`config.mk`:
```
export PLATFORM = sky130hd
export DESIGN_NAME = hs_handshake_mon
export DESIGN_NICKNAME = d
export VERILOG_FILES = /design/src/rtl/hs_mon_pkg.sv /design/src/rtl/hs_data_guard.sv /design/src/rtl/hs_rule_eval.sv /design/src/rtl/hs_handshake_mon.sv
export SDC_FILE = /design/constraint.sdc
export NUM_CORES = 1
export LEC_CHECK = 0
export BUFFER_PORTS_ARGS = -buffer_cell sky130_fd_sc_hd__buf_2
export CAP_MARGIN = 0
export CELL_PAD_IN_SITES_DETAIL_PLACEMENT = 2
export CELL_PAD_IN_SITES_GLOBAL_PLACEMENT = 2
export CORE_ASPECT_RATIO = 1.1
export CORE_MARGIN = 8
export CORE_UTILIZATION = 37
export DETAILED_ROUTE_END_ITERATION = 6
export PLACE_DENSITY = 0.8
export SLEW_MARGIN = 20
export SYNTH_ARGS = -nofsm -noshare
export SYNTH_HDL_FRONTEND = slang
export SYNTH_HIERARCHICAL = 1
export SYNTH_SLANG_ARGS = --single-unit
```
`constraint.sdc`:
```
create_clock -name clk -period 3.61 [get_ports clk]
set_input_delay 0 -clock clk [delete_from_list [all_inputs] [get_ports clk]]
set_output_delay 0 -clock clk [all_outputs]
set_load 0.01 [all_outputs]
```
`src/rtl/hs_mon_pkg.sv`:
```
package hs_mon_pkg;

    typedef enum logic [2:0] {
        PH_IDLE  = 3'd0,
        PH_REQ   = 3'd1,
        PH_BOTH  = 3'd2,
        PH_DRAIN = 3'd3,
        PH_FAIL  = 3'd4
    } phase_e;

    typedef enum logic [1:0] {
        RULE_REQ_EARLY  = 2'd0,
        RULE_ACK_EARLY  = 2'd1,
        RULE_REQ_AGAIN  = 2'd2,
        RULE_DATA_MOVED = 2'd3
    } rule_e;

    typedef struct packed {
        phase_e phase;
        logic   err;
        logic   pulse;
        rule_e  rule;
    } mon_state_t;

endpackage

```
`src/rtl/hs_data_guard.sv`:
```
module hs_data_guard #(
    parameter int DATA_W = 8
) (
    input  logic              clk,
    input  logic              rst_n,
    input  logic              capture_i,
    input  logic [DATA_W-1:0] data_i,
    output logic              mismatch_o
);

    logic [DATA_W-1:0] held_d, held_q;

    always_comb begin
        held_d = held_q;
        if (capture_i) begin
            held_d = data_i;
        end
    end

    always_ff @(posedge clk or negedge rst_n) begin
        if (!rst_n) begin
            held_q <= '0;
        end else begin
            held_q <= held_d;
        end
    end

    assign mismatch_o = (data_i != held_q);

endmodule

```
`src/rtl/hs_rule_eval.sv`:
```
module hs_rule_eval
    import hs_mon_pkg::*;
(
    input  phase_e phase_i,
    input  logic   req_i,
    input  logic   ack_i,
    input  logic   mismatch_i,
    output phase_e next_phase_o,
    output logic   viol_o,
    output rule_e  rule_o,
    output logic   capture_o
);

    always_comb begin
        next_phase_o = phase_i;
        viol_o       = 1'b0;
        rule_o       = RULE_REQ_EARLY;
        capture_o    = 1'b0;
        unique case (phase_i)
            PH_IDLE: begin
                if (req_i) begin
                    capture_o    = 1'b1;
                    next_phase_o = ack_i ? PH_BOTH : PH_REQ;
                end
            end
            PH_REQ: begin
                if (!req_i) begin
                    viol_o = 1'b1;
                    rule_o = RULE_REQ_EARLY;
                end else if (mismatch_i) begin
                    viol_o = 1'b1;
                    rule_o = RULE_DATA_MOVED;
                end else if (ack_i) begin
                    next_phase_o = PH_BOTH;
                end
            end
            PH_BOTH: begin
                if (!ack_i) begin
                    viol_o = 1'b1;
                    rule_o = RULE_ACK_EARLY;
                end else if (!req_i) begin
                    next_phase_o = PH_DRAIN;
                end else if (mismatch_i) begin
                    viol_o = 1'b1;
                    rule_o = RULE_DATA_MOVED;
                end
            end
            PH_DRAIN: begin
                if (req_i) begin
                    viol_o = 1'b1;
                    rule_o = RULE_REQ_AGAIN;
                end else if (!ack_i) begin
                    next_phase_o = PH_IDLE;
                end
            end
            default: begin
                next_phase_o = PH_FAIL;
            end
        endcase
        if (viol_o) begin
            next_phase_o = PH_FAIL;
        end
    end

endmodule

```
`src/rtl/hs_handshake_mon.sv`:
```
module hs_handshake_mon
    import hs_mon_pkg::*;
#(
    parameter int DATA_W = 8
) (
    input  logic              clk,
    input  logic              rst_n,
    input  logic              req_i,
    input  logic              ack_i,
    input  logic [DATA_W-1:0] data_i,
    output logic              err_o,
    output logic              err_pulse_o,
    output logic [1:0]        err_rule_o
);

    mon_state_t st_d, st_q;
    phase_e     next_phase;
    phase_e     phase_q;
    logic       viol;
    rule_e      rule;
    logic       capture;
    logic       mismatch;

    assign phase_q = st_q.phase;

    hs_data_guard #(.DATA_W(DATA_W)) u_guard (
        .clk        (clk),
        .rst_n      (rst_n),
        .capture_i  (capture),
        .data_i     (data_i),
        .mismatch_o (mismatch)
    );

    hs_rule_eval u_eval (
        .phase_i      (phase_q),
        .req_i        (req_i),
        .ack_i        (ack_i),
        .mismatch_i   (mismatch),
        .next_phase_o (next_phase),
        .viol_o       (viol),
        .rule_o       (rule),
        .capture_o    (capture)
    );

    always_comb begin
        st_d       = st_q;
        st_d.pulse = 1'b0;
        if (st_q.phase != PH_FAIL) begin
            st_d.phase = next_phase;
            if (viol) begin
                st_d.err   = 1'b1;
                st_d.pulse = 1'b1;
                st_d.rule  = rule;
            end
        end
    end

    always_ff @(posedge clk or negedge rst_n) begin
        if (!rst_n) begin
            st_q <= '{phase: PH_IDLE, err: 1'b0, pulse: 1'b0, rule: RULE_REQ_EARLY};
        end else begin
            st_q <= st_d;
        end
    end

    assign err_o       = st_q.err;
    assign err_pulse_o = st_q.pulse;
    assign err_rule_o  = st_q.rule;

endmodule

```
# Yosys cells after proc, flatten, opt, wreduce, memory -nomap -nowiden
# Cells that the tools add are included.
# op_classes
n_reduce_logical,3
shifts,0
addsub,0
n_eq_ne,13
div_mod_pow,0
n_bitwise,0
mul,0
order_cmp,0
mux,25
# op_table
op,n
3-bit two-way mux,11
"3-bit by 2-bit inequality test with 1-bit output, second input constant",8
3-bit case mux with 4 select lines,1
2-bit two-way mux,5
9-bit AND reduction,1
8-bit inequality test,1
"3-bit by 2-bit equality test with 1-bit output, second input constant",2
1-bit two-way mux,6
2-bit case mux with 3 select lines,1
"3-bit by 1-bit equality test with 1-bit output, second input constant",1
3-bit logical NOT,1
"3-bit inequality test, second input constant",1
1-bit case mux with 3 select lines,1
2-bit AND reduction,1
# word_totals
romBits,0
in_bits,12
output_inout_bits,4
mem_count,0
word_cells,46
ram_bits,0
latchBits,0
regBits,15

# Depth between registers and ports, before layout
# logic_depth
word_depth,7
mapped_depth,7
ltp_nobuf,7

# Hierarchy
# The synthesis kept the hierarchy.
# by_module_without_submodules
mod,area_each_um2,seq_area_each_um2,n_inst,cells_per_inst
hs_data_guard,381.6,200.2,1,28
hs_handshake_mon,285.3,175.2,1,22
hs_rule_eval,186.4,0.0,1,25

# Least setup slack after synthesis
# No wires, ideal clock.
# synth_path
path_type,register -> register
startpoint,reg u_guard.held_q[5]
endpoint,"reg st_q, in the netlist phase_q[2]"
path_slack_ns,2.064
path_stages_with_launch,7
period_less_slack_ns,1.546
n_path_buf,0
setup_time_ns,0.124
arrival_ns,1.421
required_ns,3.486
cell_sequence,dfrtp_1 > xor2_1 > nor4_1 > nand2_1 > a21oi_1 > o21bai_2 > or2_1
# synth_via
word_cells_on_any_way,16
classes_between,eq/ne: 9; mux: 6; reduce/logical: 1
# synth_rtl
element,line_no,source
from (decl),hs_data_guard.sv:11,"logic [DATA_W-1:0] held_d, held_q;"
from (signal assigned),hs_data_guard.sv:24,held_q <= held_d;
8-bit inequality test *,hs_data_guard.sv:28,assign mismatch_o = (data_i != held_q);
net mismatch,hs_handshake_mon.sv:22,logic mismatch;
1-bit two-way mux *,"hs_rule_eval.sv:30, hs_rule_eval.sv:43",
1-bit two-way mux,hs_rule_eval.sv:41,end else if (!req_i) begin
1-bit two-way mux,hs_rule_eval.sv:38,if (!ack_i) begin
1-bit case mux with 3 select lines *,hs_rule_eval.sv:19,unique case (phase_i)
3-bit two-way mux *,hs_rule_eval.sv:60,if (viol_o) begin
net next_phase[2],hs_handshake_mon.sv:17,phase_e next_phase;
to (signal assigned),hs_handshake_mon.sv:60,"st_q <= '{phase: PH_IDLE, err: 1'b0, pulse: 1'b0, rule: RULE_REQ_EARLY};"
to (signal assigned),hs_handshake_mon.sv:62,st_q <= st_d;
to (decl),hs_handshake_mon.sv:16,"mon_state_t st_d, st_q;"
# Mark *: on every way through the listed nets, which the timed path passes. The rest lies on a longest branch.
# A chain may end at the register's enable or synchronous reset.

# Worst setup path after layout
# layout_path
startpoint,"reg st_q, in the netlist phase_q[2]"
endpoint,reg u_guard.held_q[2]
# layout_via
elab_chain_len,2
# layout_rtl
element,line_no,source
3-bit logical NOT,hs_rule_eval.sv:19,
1-bit two-way mux,hs_rule_eval.sv:19,
net capture,hs_handshake_mon.sv:21,logic capture;
# The timed path passes the listed nets, and every way through them passes these cells.

==> flow_summary.json <==
{
  "status": "completed",
  "clock_path_buffers": 2,
  "rsz0062_at_grt": "no",
  "layout_setup_ws_ps": 1530,
  "area_growth_pct": 23.8,
  "timing.critical_path.fanout_max": 9,
  "finalHoldViolations": 0,
  "cts_sinks": 15,
  "grt_pass1_wl_um": 3680,
  "setup_viol": 0,
  "worstSetupStartpointType": "register",
  "p_per_area_mw_per_mm2": 350,
  "die_w_um": 61.8,
  "crit_required_ps": 3790,
  "cts_buffers": 3,
  "syn_nets": 87,
  "io_buffers": 15,
  "max-vdd-ir-drop_mv": 0.216,
  "drc_errors": 0,
  "worst_slew_pin_slew_ps": 1080,
  "cts_tree": "done",
  "avgRoutedWirePerCell_um": 16.7,
  "drt-initial-drc-count": 12,
  "clkTransAtPathRegs_ps": 100,
  "crit_arrival_ps": 2260,
  "routed_wl_um": 2170,
  "antennaDiodeCount": 0,
  "rows": 18,
  "fin_nets": 113,
  "synth_cell_types": 30,
  "clk_latency_ps": 280,
  "async_reset_ff_frac": 1.00,
  "avgSynthCellArea_um2": 11.4,
  "cts_hold_buf": 9,
  "max_freq_mhz": 480,
  "cts_setup_buffers": 0,
  "drv_cap": 0,
  "core_area_mm2": 0.00221,
  "vias": 658,
  "crit_path_end_kind": "register",
  "pre_cts_slack_ps": 1490,
  "yosysSeqAreaShare": 0.440,
  "synth_edf_count": 0,
  "grt_antenna_before_repair": 0,
  "ios": 16,
  "final_layout_size_suffix_gt1_frac": 0.320,
  "grt_max_degree": 16,
  "setup_tns_ps": 0,
  "place_hpwl_um": 1430,
  "overflow": 0,
  "vias_per_cell": 5.06,
  "cts_resized": 0,
  "worst_r2r_path_depth": 3,
  "synth_area_um2": 853,
  "maxSlewHeadroom": 0.273,
  "cts_max_level": 1,
  "firstDrtPassIters": 4,
  "initial_core_util": 0.387,
  "die-height_um": 66.4,
  "clock-skew-final_ps": 3.49,
  "leakage_nw": 0.457,
  "root_buffer": "clkbuf_4",
  "synthCells": 75,
  "fillCellCount": 250,
  "grt_pass1_vias": 784,
  "yosysWarnings": 6,
  "synth_top_flop_cell": "dfrtp_1",
  "worstSetupPathType": "register to register",
  "fin_crit_ps": 2080,
  "dieArea_mm2": 0.00410,
  "final_util": 0.478,
  "drv_slew": 0,
  "routabilityCongestion": 0.684,
  "antenna_left": 0,
  "hp-class": "input pin to async pin",
  "ys_ff_latch": 15,
  "grt_usage": 0.121,
  "period_share": 0.577
}
[Yosys cell counts, types with 2 or more instances]
master      n  area share
dfrtp_1    15        0.44
xor2_1      9       0.092
mux2_2      8        0.11
nand2b_1    5       0.037
a21oi_1     3       0.018
nand2_1     3       0.013
nor2_1      3       0.013
nor2b_1     3       0.022
buf_6       2       0.026
nand4bb_1   2       0.026
nor4_1      2       0.015
o211ai_1    2       0.018
[metrics by stage]
stage / instances / power (W) / instance area, um^2 / hold WS [ps]
2_1_floorplan: 75 / 0.000237 / 853 / -296
3_3_place_gp: 117 / 0.000257 / 938 / -78.2
3_5_place_dp: 117 / 0.000261 / 938 / -73.4
6_report: 130 / 0.000370 / 1060 / 137
4_1_cts: 130 / 0.000372 / 1060 / 142
5_1_grt: 130 / 0.000386 / 1060 / 150
[kinds of logic (layout without fill, tap and decap cells)]
kind of cell / after synthesis / count (layout) / synth area share
XOR/XNOR: 9 / 9 / 0.0924
AO/OA/AOI/OAI: 14 / 14 / 0.120
buffers and inverters: 4 / 29 / 0.0366
flip-flops: 15 / 15 / 0.440
AND/OR/NAND/NOR: 25 / 25 / 0.205
multiplexers: 8 / 8 / 0.106
[layout make-up]
type / count / area [um^2] / share of cell area
clock buffers: 3 / 22.5 / 0.0213
clock inverters: 1 / 5.00 / 0.00474
inverters: 1 / 3.75 / 0.00355
multi-input cells: 56 / 447 / 0.423
flip-flops and latches: 15 / 375 / 0.355
well taps: 30 / 37.5 / 0.0355
repair buffers: 24 / 165 / 0.156
[critical path, cell delays in order (launching register included)]
cell      delay, ps
dfrtp_1         500
nand2b_1        220
nor3_1          830
mux2_2          420
[worst paths after layout]
check	from	to	slack (ps)
max in group asynchronous	rst_n	u_guard/held_q[2]$_DFFE_PN0P_	3220
min in group clk	ack_i	phase_q[1]$_DFFE_PN0P_	150
worst max-delay path	phase_q[2]$_DFFE_PN0P_	u_guard/held_q[2]$_DFFE_PN0P_	1530
worst max register to register	phase_q[2]$_DFFE_PN0P_	u_guard/held_q[2]$_DFFE_PN0P_	1530
worst min-delay path	rst_n	err_rule_o[0]$_DFFE_PN0P_	140
worst min register to register	err_o$_DFFE_PN0P_	err_o$_DFFE_PN0P_	490
[placed cells by master, fill, tap and decap left out, drive strengths merged, types with 3 or more instances in the layout]
| cell type | n |
|---|---|
| nor2b | 3 |
| clkbuf | 3 |
| nand2 | 3 |
| mux2 | 8 |
| xor2 | 9 |
| dfrtp | 15 |
| nor3b | 3 |
| nor2 | 3 |
| a21oi | 3 |
| buf | 15 |
| dlygate4sd3 | 9 |
| nand2b | 5 |
[registers in the layout, indices dropped and copies added, names as in the netlist]
signal and flops:
err_rule_o 2, err_o 1, phase_q 3, u_guard/held_q 8
err_pulse_o 1
[where the power goes]
part           internal (W)  leakage [nW]  switching, W  total (W)
clock             0.0000411        0.0177     0.0000609   0.000102
sequential         0.000188         0.178     0.0000137   0.000202
combinational     0.0000374         0.261     0.0000287  0.0000661
[per-layer routing]
layer,GRT usage,part of all wire,vias to the layer above
met3,0.0331,0.036,2
met5,0,0,-
li1,-,-,316
met4,0.0256,0.0055,0
met2,0.227,0.57,11
met1,0.128,0.39,329
No activity file was read; power rests on OpenSTA's default activity.
